==> src/rtl/fctl_pkg.sv <==
package fctl_pkg;

    typedef enum logic {
        ENG_IDLE = 1'b0,
        ENG_RUN  = 1'b1
    } eng_state_e;

    localparam logic [7:0] OFF_IDENT   = 8'h00;
    localparam logic [7:0] OFF_INVERT  = 8'h04;
    localparam logic [7:0] OFF_OPERAND = 8'h08;
    localparam logic [7:0] OFF_STATUS  = 8'h20;
    localparam logic [7:0] OFF_ISTAT   = 8'h24;
    localparam logic [7:0] OFF_ISET    = 8'h60;
    localparam logic [7:0] OFF_ICLR    = 8'h64;

    localparam int STAT_BUSY_BIT = 0;
    localparam int STAT_IEN_BIT  = 7;

endpackage

==> src/rtl/fctl_mul_engine.sv <==
module fctl_mul_engine
    import fctl_pkg::*;
#(
    parameter int DATA_W = 32
) (
    input  logic              clk,
    input  logic              rst_n,
    input  logic              start_i,
    input  logic [DATA_W-1:0] operand_i,
    output logic              busy_o,
    output logic              done_o,
    output logic [DATA_W-1:0] value_o
);

    eng_state_e        state_q, state_d;
    logic [DATA_W-1:0] acc_q;
    logic [DATA_W-1:0] cnt_q;
    logic [DATA_W-1:0] value_q;
    logic [DATA_W-1:0] product;
    logic              last_step;

    assign last_step = (cnt_q <= DATA_W'(1));
    assign product   = acc_q * cnt_q;

    // Next-state logic
    always_comb begin
        state_d = state_q;
        unique case (state_q)
            ENG_IDLE: if (start_i)   state_d = ENG_RUN;
            ENG_RUN:  if (last_step) state_d = ENG_IDLE;
            default:                 state_d = ENG_IDLE;
        endcase
    end

    // State register
    always_ff @(posedge clk or negedge rst_n) begin
        if (!rst_n) state_q <= ENG_IDLE;
        else        state_q <= state_d;
    end

    // Datapath
    always_ff @(posedge clk or negedge rst_n) begin
        if (!rst_n) begin
            acc_q   <= '0;
            cnt_q   <= '0;
            value_q <= '0;
        end else begin
            unique case (state_q)
                ENG_IDLE: begin
                    if (start_i) begin
                        value_q <= operand_i;
                        cnt_q   <= operand_i;
                        acc_q   <= DATA_W'(1);
                    end
                end
                ENG_RUN: begin
                    if (last_step) begin
                        value_q <= acc_q;
                    end else begin
                        acc_q <= product;
                        cnt_q <= cnt_q - DATA_W'(1);
                    end
                end
                default: ;
            endcase
        end
    end

    // Outputs
    always_comb begin
        busy_o  = (state_q == ENG_RUN);
        done_o  = (state_q == ENG_RUN) && last_step;
        value_o = value_q;
    end

    AST_START_SETS_BUSY: assert property (@(posedge clk) disable iff (!rst_n)
        (start_i && !busy_o) |=> busy_o);
    AST_VALUE_HELD_WHILE_RUN: assert property (@(posedge clk) disable iff (!rst_n)
        (busy_o && !done_o) |=> $stable(value_o));
    AST_COUNT_DOWN: assert property (@(posedge clk) disable iff (!rst_n)
        (busy_o && !done_o) |=> (cnt_q == $past(cnt_q) - DATA_W'(1)));
    AST_DONE_CLEARS_BUSY: assert property (@(posedge clk) disable iff (!rst_n)
        done_o |=> !busy_o);

endmodule

==> src/rtl/fctl_irq_unit.sv <==
module fctl_irq_unit #(
    parameter int IRQ_W = 32
) (
    input  logic             clk,
    input  logic             rst_n,
    input  logic             set_we_i,
    input  logic             clr_we_i,
    input  logic [IRQ_W-1:0] mask_i,
    input  logic             hw_set_i,
    output logic [IRQ_W-1:0] stat_o,
    output logic             irq_o
);

    logic [IRQ_W-1:0] stat_q, stat_d;
    logic [IRQ_W-1:0] hw_vec;
    logic             irq_q;

    assign hw_vec = {{(IRQ_W-1){1'b0}}, hw_set_i};

    // Clear first, then sets: a set in the same cycle wins
    always_comb begin
        stat_d = stat_q;
        if (clr_we_i) stat_d = stat_d & ~mask_i;
        if (set_we_i) stat_d = stat_d | mask_i;
        stat_d = stat_d | hw_vec;
    end

    always_ff @(posedge clk or negedge rst_n) begin
        if (!rst_n) begin
            stat_q <= '0;
            irq_q  <= 1'b0;
        end else begin
            stat_q <= stat_d;
            irq_q  <= |stat_d;
        end
    end

    assign stat_o = stat_q;
    assign irq_o  = irq_q;

    AST_IRQ_LEVEL: assert property (@(posedge clk) disable iff (!rst_n)
        irq_q == (stat_q != '0));
    AST_HW_SET_WINS: assert property (@(posedge clk) disable iff (!rst_n)
        hw_set_i |=> stat_q[0]);
    AST_CLEAR_TAKES: assert property (@(posedge clk) disable iff (!rst_n)
        (clr_we_i && !set_we_i && !hw_set_i) |=> ((stat_q & $past(mask_i)) == '0));

endmodule

==> src/rtl/fctl_accel.sv <==
module fctl_accel
    import fctl_pkg::*;
#(
    parameter int          DATA_W   = 32,
    parameter int          ADDR_W   = 8,
    parameter int          SIZE_W   = 4,
    parameter logic [31:0] IDENT    = 32'h010000ED
) (
    input  logic              clk,
    input  logic              rst_n,
    input  logic              req_valid,
    input  logic              req_write,
    input  logic [ADDR_W-1:0] req_addr,
    input  logic [SIZE_W-1:0] req_size,
    input  logic [DATA_W-1:0] req_wdata,
    output logic              rsp_valid,
    output logic [DATA_W-1:0] rsp_rdata,
    output logic              irq_o
);

    localparam int          WORD_BYTES = DATA_W / 8;
    localparam logic [SIZE_W-1:0] FULL_SIZE = SIZE_W'(WORD_BYTES);

    logic              size_ok;
    logic              wr_ok;
    logic              rd_req;
    logic [DATA_W-1:0] inv_q;
    logic              ien_q;
    logic              eng_start;
    logic              eng_busy;
    logic              eng_done;
    logic [DATA_W-1:0] eng_value;
    logic              iset_we;
    logic              iclr_we;
    logic [DATA_W-1:0] istat;
    logic [DATA_W-1:0] rd_mux;
    logic              rsp_valid_q;
    logic [DATA_W-1:0] rsp_rdata_q;

    assign size_ok   = (req_size == FULL_SIZE);
    assign wr_ok     = req_valid && req_write && size_ok;
    assign rd_req    = req_valid && !req_write;
    assign eng_start = wr_ok && (req_addr == ADDR_W'(OFF_OPERAND)) && !eng_busy;
    assign iset_we   = wr_ok && (req_addr == ADDR_W'(OFF_ISET));
    assign iclr_we   = wr_ok && (req_addr == ADDR_W'(OFF_ICLR));

    // Plain registers
    always_ff @(posedge clk or negedge rst_n) begin
        if (!rst_n) begin
            inv_q <= '0;
            ien_q <= 1'b0;
        end else begin
            if (wr_ok && req_addr == ADDR_W'(OFF_INVERT)) inv_q <= ~req_wdata;
            if (wr_ok && req_addr == ADDR_W'(OFF_STATUS)) ien_q <= req_wdata[STAT_IEN_BIT];
        end
    end

    fctl_mul_engine #(.DATA_W(DATA_W)) u_engine (
        .clk       (clk),
        .rst_n     (rst_n),
        .start_i   (eng_start),
        .operand_i (req_wdata),
        .busy_o    (eng_busy),
        .done_o    (eng_done),
        .value_o   (eng_value)
    );

    fctl_irq_unit #(.IRQ_W(DATA_W)) u_irq (
        .clk      (clk),
        .rst_n    (rst_n),
        .set_we_i (iset_we),
        .clr_we_i (iclr_we),
        .mask_i   (req_wdata),
        .hw_set_i (eng_done && ien_q),
        .stat_o   (istat),
        .irq_o    (irq_o)
    );

    // Read decode
    always_comb begin
        rd_mux = '0;
        if (!size_ok) begin
            rd_mux = '1;
        end else begin
            unique case (req_addr)
                ADDR_W'(OFF_IDENT):   rd_mux = DATA_W'(IDENT);
                ADDR_W'(OFF_INVERT):  rd_mux = inv_q;
                ADDR_W'(OFF_OPERAND): rd_mux = eng_value;
                ADDR_W'(OFF_STATUS): begin
                    rd_mux[STAT_BUSY_BIT] = eng_busy;
                    rd_mux[STAT_IEN_BIT]  = ien_q;
                end
                ADDR_W'(OFF_ISTAT):   rd_mux = istat;
                default:              rd_mux = '0;
            endcase
        end
    end

    always_ff @(posedge clk or negedge rst_n) begin
        if (!rst_n) begin
            rsp_valid_q <= 1'b0;
            rsp_rdata_q <= '0;
        end else begin
            rsp_valid_q <= rd_req;
            if (rd_req) rsp_rdata_q <= rd_mux;
        end
    end

    assign rsp_valid = rsp_valid_q;
    assign rsp_rdata = rsp_rdata_q;

    AST_RSP_ONE_CYCLE: assert property (@(posedge clk) disable iff (!rst_n)
        rd_req |=> rsp_valid);
    AST_BAD_SIZE_ONES: assert property (@(posedge clk) disable iff (!rst_n)
        (rd_req && !size_ok) |=> (rsp_rdata == '1));
    AST_IDENT_WORD: assert property (@(posedge clk) disable iff (!rst_n)
        (rd_req && size_ok && req_addr == ADDR_W'(OFF_IDENT)) |=> (rsp_rdata == DATA_W'(IDENT)));

endmodule

==> config.mk <==
export PLATFORM = sky130hd
export DESIGN_NAME = fctl_accel
export DESIGN_NICKNAME = d
export VERILOG_FILES = /design/src/rtl/fctl_pkg.sv /design/src/rtl/fctl_mul_engine.sv /design/src/rtl/fctl_irq_unit.sv /design/src/rtl/fctl_accel.sv
export SDC_FILE = /design/constraint.sdc
export NUM_CORES = 2
export LEC_CHECK = 0
export ABC_AREA = 1
export BUFFER_PORTS_ARGS = -buffer_cell sky130_fd_sc_hd__buf_2
export CAP_MARGIN = 25
export CORE_MARGIN = 8
export CORE_UTILIZATION = 45
export CTS_BUF_LIST = sky130_fd_sc_hd__clkbuf_8
export CTS_CLUSTER_DIAMETER = 40
export DETAILED_ROUTE_END_ITERATION = 8
export PLACE_DENSITY_LB_ADDON = 0.12
export SLEW_MARGIN = 5
export SYNTH_ARGS = -nofsm -noshare
export SYNTH_HDL_FRONTEND = slang
export SYNTH_SLANG_ARGS = --single-unit
==> constraint.sdc <==
create_clock -name clk -period 6.2 [get_ports clk]
set_input_delay 0.31 -clock clk [delete_from_list [all_inputs] [get_ports clk]]
set_output_delay 0.31 -clock clk [all_outputs]
set_load 0.01 [all_outputs]
# [After elaboration in Yosys (flattened, before gate mapping)]
# Index checks and enable logic that the tools add are counted.
[word_totals] out_inout_bits=34 input_bits=48 regBits=196
[classes] order_cmp=1 mux=18 multipliers=1 bitwise=5 n_reduce_logical=17 n_addsub=1 n_eq_ne=10
[ops] op="$mux 32" n=8
[ops] op="$pmux 32 s2" n=3
[ops] op="$pmux 24 s4" n=1
[ops] op="$and 32x32->32" n=1
[ops] op="$le 32x1->1 const B" n=1
[ops] op="$mul 32x32->32" n=1
[ops] op="$not 32->32" n=1
[ops] op="$or 32x1->32" n=1
[ops] op="$or 32x32->32" n=1
[ops] op="$reduce_or 32->1" n=1
[ops] op="$sub 32x1->32 const B" n=1
[ops] op="$pmux 6 s4" n=1
[ops] op="$eq 8x6->1 const B" n=2
[ops] op="$eq 8x7->1 const B" n=2
[ops] op="$logic_and 1x1->1" n=11
[ops] op="$pmux 1 s5" n=2
[ops] op="$eq 8x3->1 const B" n=1
[ops] op="$eq 8x4->1 const B" n=1
[ops] op="$logic_not 8->1" n=1
[ops] op="$ne 2x2->1 const B" n=3
[ops] op="$eq 4x3->1 const B" n=1
[ops] op="$reduce_and 2->1" n=2
[ops] op="$logic_not 1->1" n=2
[ops] op="$mux 1" n=2
[ops] op="other kinds (2)" n=2

# [Logic depth before layout (Yosys ltp)]
[logic_depth] word_depth=8 ltp_mapped=39 depth_no_buf=37

# [Modules after synthesis]
# Synthesis repeated with hierarchy kept, for this count alone.
[hier_totals] cells_unflattened=3531 area_unflattened_um2=26731.9
[by_module_without_submodules] mod="fctl_mul_engine" area_per_inst_um2=21633.2 n_inst=1 cells_each=2881 seq_area_each_um2=2427.3
[by_module_without_submodules] mod="fctl_accel" area_per_inst_um2=3575.9 n_inst=1 cells_each=443 seq_area_each_um2=1651.6
[by_module_without_submodules] mod="fctl_irq_unit" area_per_inst_um2=1522.7 n_inst=1 cells_each=207 seq_area_each_um2=825.8

# [Least setup slack after synthesis]
# OpenSTA, ideal clock, no wires.
[synth_path] kind="reg-to-reg" startpoint="register u_engine.cnt_q[6]" endpoint="register u_engine.acc_q[28]" synth_period_minus_slack_ns=6.653 setup_slack_ns=-0.453 n_path_buf=2 path_stages_with_launch=29 setup_time_ns=0.121 t_required_ns=6.079 t_arrival_ns=6.532 cell_sequence="dfrtp_1 -> buf_1 -> clkbuf_1 -> nand2_1 -> inv_1 -> fa_1 -> fa_1 -> fa_1 -> inv_1 -> fa_1 -> inv_1 -> fa_1 -> inv_1 -> fa_1 -> inv_1 -> fa_1 -> fa_1 -> ha_1 -> nand2_1 -> nor4_2 -> nand4_1 -> nand3_1 -> nand2_1 -> nand2_1 -> inv_1 -> o21bai_1 -> nand2_1 -> nand2_1 -> o21ai_1"
[synth_between] elab_chain_len=3 elab_cells_between_ends=6 classes_between="1 x mul; 1 x order compare; 1 x eq/ne; 2 x mux; 1 x reduce/logical"
[synth_lines] item="start, declared" line_no="fctl_mul_engine.sv:17" rtl="logic [DATA_W-1:0] cnt_q;"
[synth_lines] item="start signal, assigned" line_no="fctl_mul_engine.sv:52" rtl="cnt_q <= operand_i;"
[synth_lines] item="start signal, assigned" line_no="fctl_mul_engine.sv:61" rtl="cnt_q <= cnt_q - DATA_W'(1);"
[synth_lines] item="$mul 32x32->32 / $le 32x1->1 (equally long branches)" line_no="fctl_mul_engine.sv:23, fctl_mul_engine.sv:22"
[synth_lines] item="$mux 32 / $ne 2x2->1 (equally long branches)"
[synth_lines] item="$pmux 32 s2 / $reduce_and 2->1 (equally long branches)"
[synth_lines] item="end signal, assigned" line_no="fctl_mul_engine.sv:60" rtl="acc_q <= product;"
[synth_lines] item="end, declared" line_no="fctl_mul_engine.sv:16" rtl="logic [DATA_W-1:0] acc_q;"
# Several ways; a longest one is shown, not always the timed one. The select of a mux whose other input is x is not followed.
# A chain may end at the register's enable or synchronous reset.

# [Worst setup path after layout]
[layout_path] startpoint="register u_engine.acc_q[14]" endpoint="register u_engine.acc_q[28]"
[layout_between] elab_chain_len=3
[layout_lines] item="$mul 32x32->32" line_no="fctl_mul_engine.sv:23" rtl="assign product = acc_q * cnt_q;"
[layout_lines] item="$mux 32" line_no="fctl_mul_engine.sv:57" rtl="if (last_step) begin"
[layout_lines] item="$pmux 32 s2" line_no="fctl_mul_engine.sv:48" rtl="unique case (state_q)"
# Every way passes these cells. The select of a mux whose other input is x is not followed.

==> flow_summary_export.csv <==
group,metric,value,unit
timing,final_critical_delay_including_setup_and_external_delays,6.57,ns
synth,synth_flop_cell,"sky130_fd_sc_hd__dfrtp_1",
synth,synth_top_area_cell,"sky130_fd_sc_hd__fa_1",
timing,slew_worst_pin,1.01,ns
setup_path,cp_data_arrival_time,6.98,ns
synth,yosys.area.top_type_share,31.3,%
synth,list_of_most_frequent_post_synthesis_cells,"sky130_fd_sc_hd__nand2_1 (940), sky130_fd_sc_hd__inv_1 (856), sky130_fd_sc_hd__fa_1 (408)",
timing,timing.final.max_slew_violations,0,
setup_path,sum_of_buffers_and_inverters_on_the_critical_path,5,
setup_path,critPathRequiredTime,6.61,ns
die,start_util,45.4,%
synth,total_of_flip_flops_plus_latches_after_synthesis,196,
min_path,min_delay_path_depth,2,
timing,period_share,106,%
cells_and_area,post_route_cells_drive_above_1_share,20.9,%
synth,share_of_synthesized_flip_flops_with_an_asynchronous_set_or_reset,100,%
setup_path,worst_r2r_endpoint,"u_engine.acc_q[28]$_DFFE_PN0P_",
synth,synthDistinctLibCells,57,
min_path,min_to,"inv_q[11]$_DFFE_PN0P_",
clocking,cts_root_buf,"sky130_fd_sc_hd__clkbuf_8",
detailed_routing,ant_nets,0,
timing,rsz0062_at_grt,"true",
synth,post_synth_instance_area,26100,um^2
timing,max_freq,152,MHz
die,ioPinCount,82,
synth,synth_edf_count,0,
timing,post_route_setup_tns,-3.92,ns
setup_path,maximum_fanout_encountered_on_the_critical_timing_path,5,
placed_design,dp.final_hpwl,66500,um
synth,synth.top_cells.by_area,"sky130_fd_sc_hd__fa_1 (31%), sky130_fd_sc_hd__dfrtp_1 (19%), sky130_fd_sc_hd__nand2_1 (14%), sky130_fd_sc_hd__inv_1 (12%), sky130_fd_sc_hd__ha_1 (6.0%)",
setup_path,ff2ff_setup_slack,-0.37,ns
clocking,cts_buffer_depth,2,
setup_path,timing.critical_path.slowest_cell_delay,0.58,ns
run,timing.max_cap.violations,0,
detailed_routing,drt_iter0_markers,1494,
outcome,run_status,"complete, but fails checks",
setup_path,ff2ff_path_depth,25,
setup_path,slowest_stage,"sky130_fd_sc_hd__fa_2",
cells_and_area,utilization,55.6,%
detailed_routing,avgRoutedWirePerCell,18.7,um
synth,avgSynthCellArea,7.70,um^2
setup_path,reg2reg_launch_point,"u_engine.acc_q[14]$_DFFE_PN0P_",
timing,relSlewSlack,32.9,%
global_route,globalRouteTotalUtil,25.4,%
timing,final_hold_viol_count,0,
clocking,numCtsBuffers,17,
min_path,min-delay-start,"req_wdata[11]",
setup_path,start_kind,"flip-flop",
synth,postSynthNetCount,3975,
timing,report.final.setup_viol,18,
global_route,first_global_vias,24300,
setup_path,cp_endpoint_kind,"flip-flop",
detailed_routing,drc,0,
clocking,clock_insertion_delay_worst_skew,0.54,ns
global_route,grt-ovfl-total,0,
placed_design,place_ws,-0.576,ns
synth,synth_warnings,0,
detailed_routing,routed-via-count,22500,
clocking,tritoncts_num_sinks,196,
die,die_w,257,um
global_route,grt_max_degree,107,
setup_path,crit_top_cell,"sky130_fd_sc_hd__fa_1",
clocking,tritoncts_clock_tree,"yes",
cells_and_area,area_growth_syn_to_layout,22.5,%
placed_design,place.port_buffers,81,
timing,final.setup_skew,0.0436,ns
timing,fin_hold_ws,0.0630,ns
clocking,ctsHtreeMaxLevel,4,
synth,synth.yosys.seq_area_share,18.8,%
setup_path,worst-setup-path-type,"reg -> reg",
die,die_area,66000,um^2
die,core_region_area,57600,um^2
cells_and_area,finish.net_count,4264,
min_path,hp-class,"in -> reg",
synth,postSynthCellCount,3394,
detailed_routing,post_drt_via_cell_ratio,5.05,
setup_path,critical_path.top_delay_family,"adder cells",
timing,worst_slack,-0.371,ns
die,rows,88,
detailed_routing,detail_route.wirelength,83500,um
outcome,failed_checks,"negative setup slack",
synth,yosys.cell_count.top_type,"sky130_fd_sc_hd__nand2_1",
die,die_y,257,um
global_route,grt_pass1_wl,133000,um
global_route,antenna_found_initial,2,
detailed_routing,firstDrtPassIters,6,
placed_design,routabilityCongestion,0.914,
clocking,clk_pin_slew,0.12,ns
[cells by family (layout without fill, tap and decap cells)]
family	Yosys count	count (layout)	share of synthesized area, %
xor gates and xnor gates	40	40	1.34
adders and majority gates	533	533	37.2
DFF	196	196	18.8
other	0	1	0
and+or+nand+nor	1187	1187	18.2
muxes	1	1	0.0383
buffers and inverters	1050	1352	15.5
AOI/OAI and AO/OA	387	387	8.90
[sequential cells by signal, indices dropped and copies added, names as in the netlist]
| name | flops |
|---|---|
| ien_q | 1 |
| inv_q | 32 |
| rsp_rdata | 32 |
| rsp_valid | 1 |
| u_engine.acc_q | 32 |
| u_engine.busy_o | 1 |
| u_engine.cnt_q | 32 |
| u_engine.value_o | 32 |
| u_irq.irq_o | 1 |
| u_irq.stat_o | 32 |
[per-layer routing]
layer | GRT usage [%] | share of wire, % | up-vias
met5 | 0 | 0 | -
met4 | 8.89 | 3.5 | 0
met1 | 33.0 | 42 | 11100
li1 | - | - | 10500
met2 | 43.5 | 48 | 709
met3 | 3.37 | 5.6 | 153
[cell type report]
type                       instances  area [um^2]
tap                              765          957
clock buffer                      19          262
multi-input combinational       2148        18400
sequential                       196         4920
antenna                            1         2.50
fill                            5377        25600
inverter                         874         3290
timing repair buffer             446         4060
clock inverter                    13          153
[worst max-delay path by stage]
| stage | startpoint | to | cells after the start |
|---|---|---|---|
| CTS | u_engine.cnt_q[5]$_DFFE_PN0P_ | u_engine.acc_q[28]$_DFFE_PN0P_ | 26 |
| detailed placement | u_engine.cnt_q[6]$_DFFE_PN0P_ | u_engine.acc_q[23]$_DFFE_PN0P_ | 26 |
| global route | u_engine.acc_q[16]$_DFFE_PN0P_ | u_engine.acc_q[29]$_DFFE_PN0P_ | 23 |
| global placement | u_engine.cnt_q[6]$_DFFE_PN0P_ | u_engine.acc_q[23]$_DFFE_PN0P_ | 26 |
| floorplan | u_engine.cnt_q[2]$_DFFE_PN0P_ | u_engine.acc_q[28]$_DFFE_PN0P_ | 26 |
| finish | u_engine.acc_q[14]$_DFFE_PN0P_ | u_engine.acc_q[28]$_DFFE_PN0P_ | 25 |
[cells in the final DEF (no fill, tap or decap), types with 9 or more instances in the layout]
| cell type | netlist | layout |
|---|---|---|
| sky130_fd_sc_hd__ha_1 | 125 | 95 |
| sky130_fd_sc_hd__o21ai_2 | 8 | 22 |
| sky130_fd_sc_hd__dfrtp_1 | 196 | 181 |
| sky130_fd_sc_hd__o211ai_1 | 10 | 10 |
| sky130_fd_sc_hd__buf_6 | 6 | 28 |
| sky130_fd_sc_hd__dfrtp_2 | 0 | 15 |
| sky130_fd_sc_hd__buf_12 | 0 | 55 |
| sky130_fd_sc_hd__dlygate4sd3_1 | 0 | 17 |
| sky130_fd_sc_hd__clkbuf_8 | 0 | 20 |
| sky130_fd_sc_hd__inv_2 | 15 | 56 |
| sky130_fd_sc_hd__a21oi_1 | 86 | 61 |
| sky130_fd_sc_hd__o221ai_1 | 9 | 9 |
| sky130_fd_sc_hd__nand3_1 | 56 | 49 |
| sky130_fd_sc_hd__a21oi_2 | 3 | 21 |
| sky130_fd_sc_hd__inv_1 | 856 | 814 |
| sky130_fd_sc_hd__xor2_1 | 26 | 24 |
| sky130_fd_sc_hd__nand2_2 | 6 | 34 |
| sky130_fd_sc_hd__nor3_1 | 15 | 11 |
| sky130_fd_sc_hd__a41oi_1 | 21 | 21 |
| sky130_fd_sc_hd__nand2_4 | 0 | 13 |
| sky130_fd_sc_hd__xnor2_1 | 14 | 14 |
| sky130_fd_sc_hd__o21ai_1 | 72 | 91 |
| sky130_fd_sc_hd__fa_2 | 0 | 32 |
| sky130_fd_sc_hd__buf_4 | 1 | 260 |
| sky130_fd_sc_hd__nand4_1 | 11 | 11 |
| sky130_fd_sc_hd__ha_4 | 0 | 30 |
| sky130_fd_sc_hd__a22oi_1 | 13 | 13 |
| sky130_fd_sc_hd__o21ai_0 | 122 | 87 |
| sky130_fd_sc_hd__fa_1 | 408 | 376 |
| sky130_fd_sc_hd__nor2_1 | 124 | 102 |
| sky130_fd_sc_hd__nor2_4 | 4 | 19 |
| sky130_fd_sc_hd__nor2_2 | 5 | 12 |
| sky130_fd_sc_hd__nand2_1 | 940 | 899 |
| sky130_fd_sc_hd__buf_2 | 40 | 80 |
[through the flow]
step | cell area, um^2 | std cells
floorplan | 26300 | 3394
global placement | 29400 | 4330
detailed placement | 29500 | 4332
CTS | 31300 | 4439
global route | 32000 | 4462
finish | 32000 | 4462
[repair_timing]
action	in CTS	in global routing
endpoints found under the hold margin	120	0
endpoints found under the setup margin	18	22
setup buffers	59	22
gates resized for setup	188	157
cloned	1	2
hold buffers	17	0
pin swaps	99	102
Power is left out: the tool's default activity adds up to more than one toggle a clock period on the data nets, which glitch-free logic cannot reach.
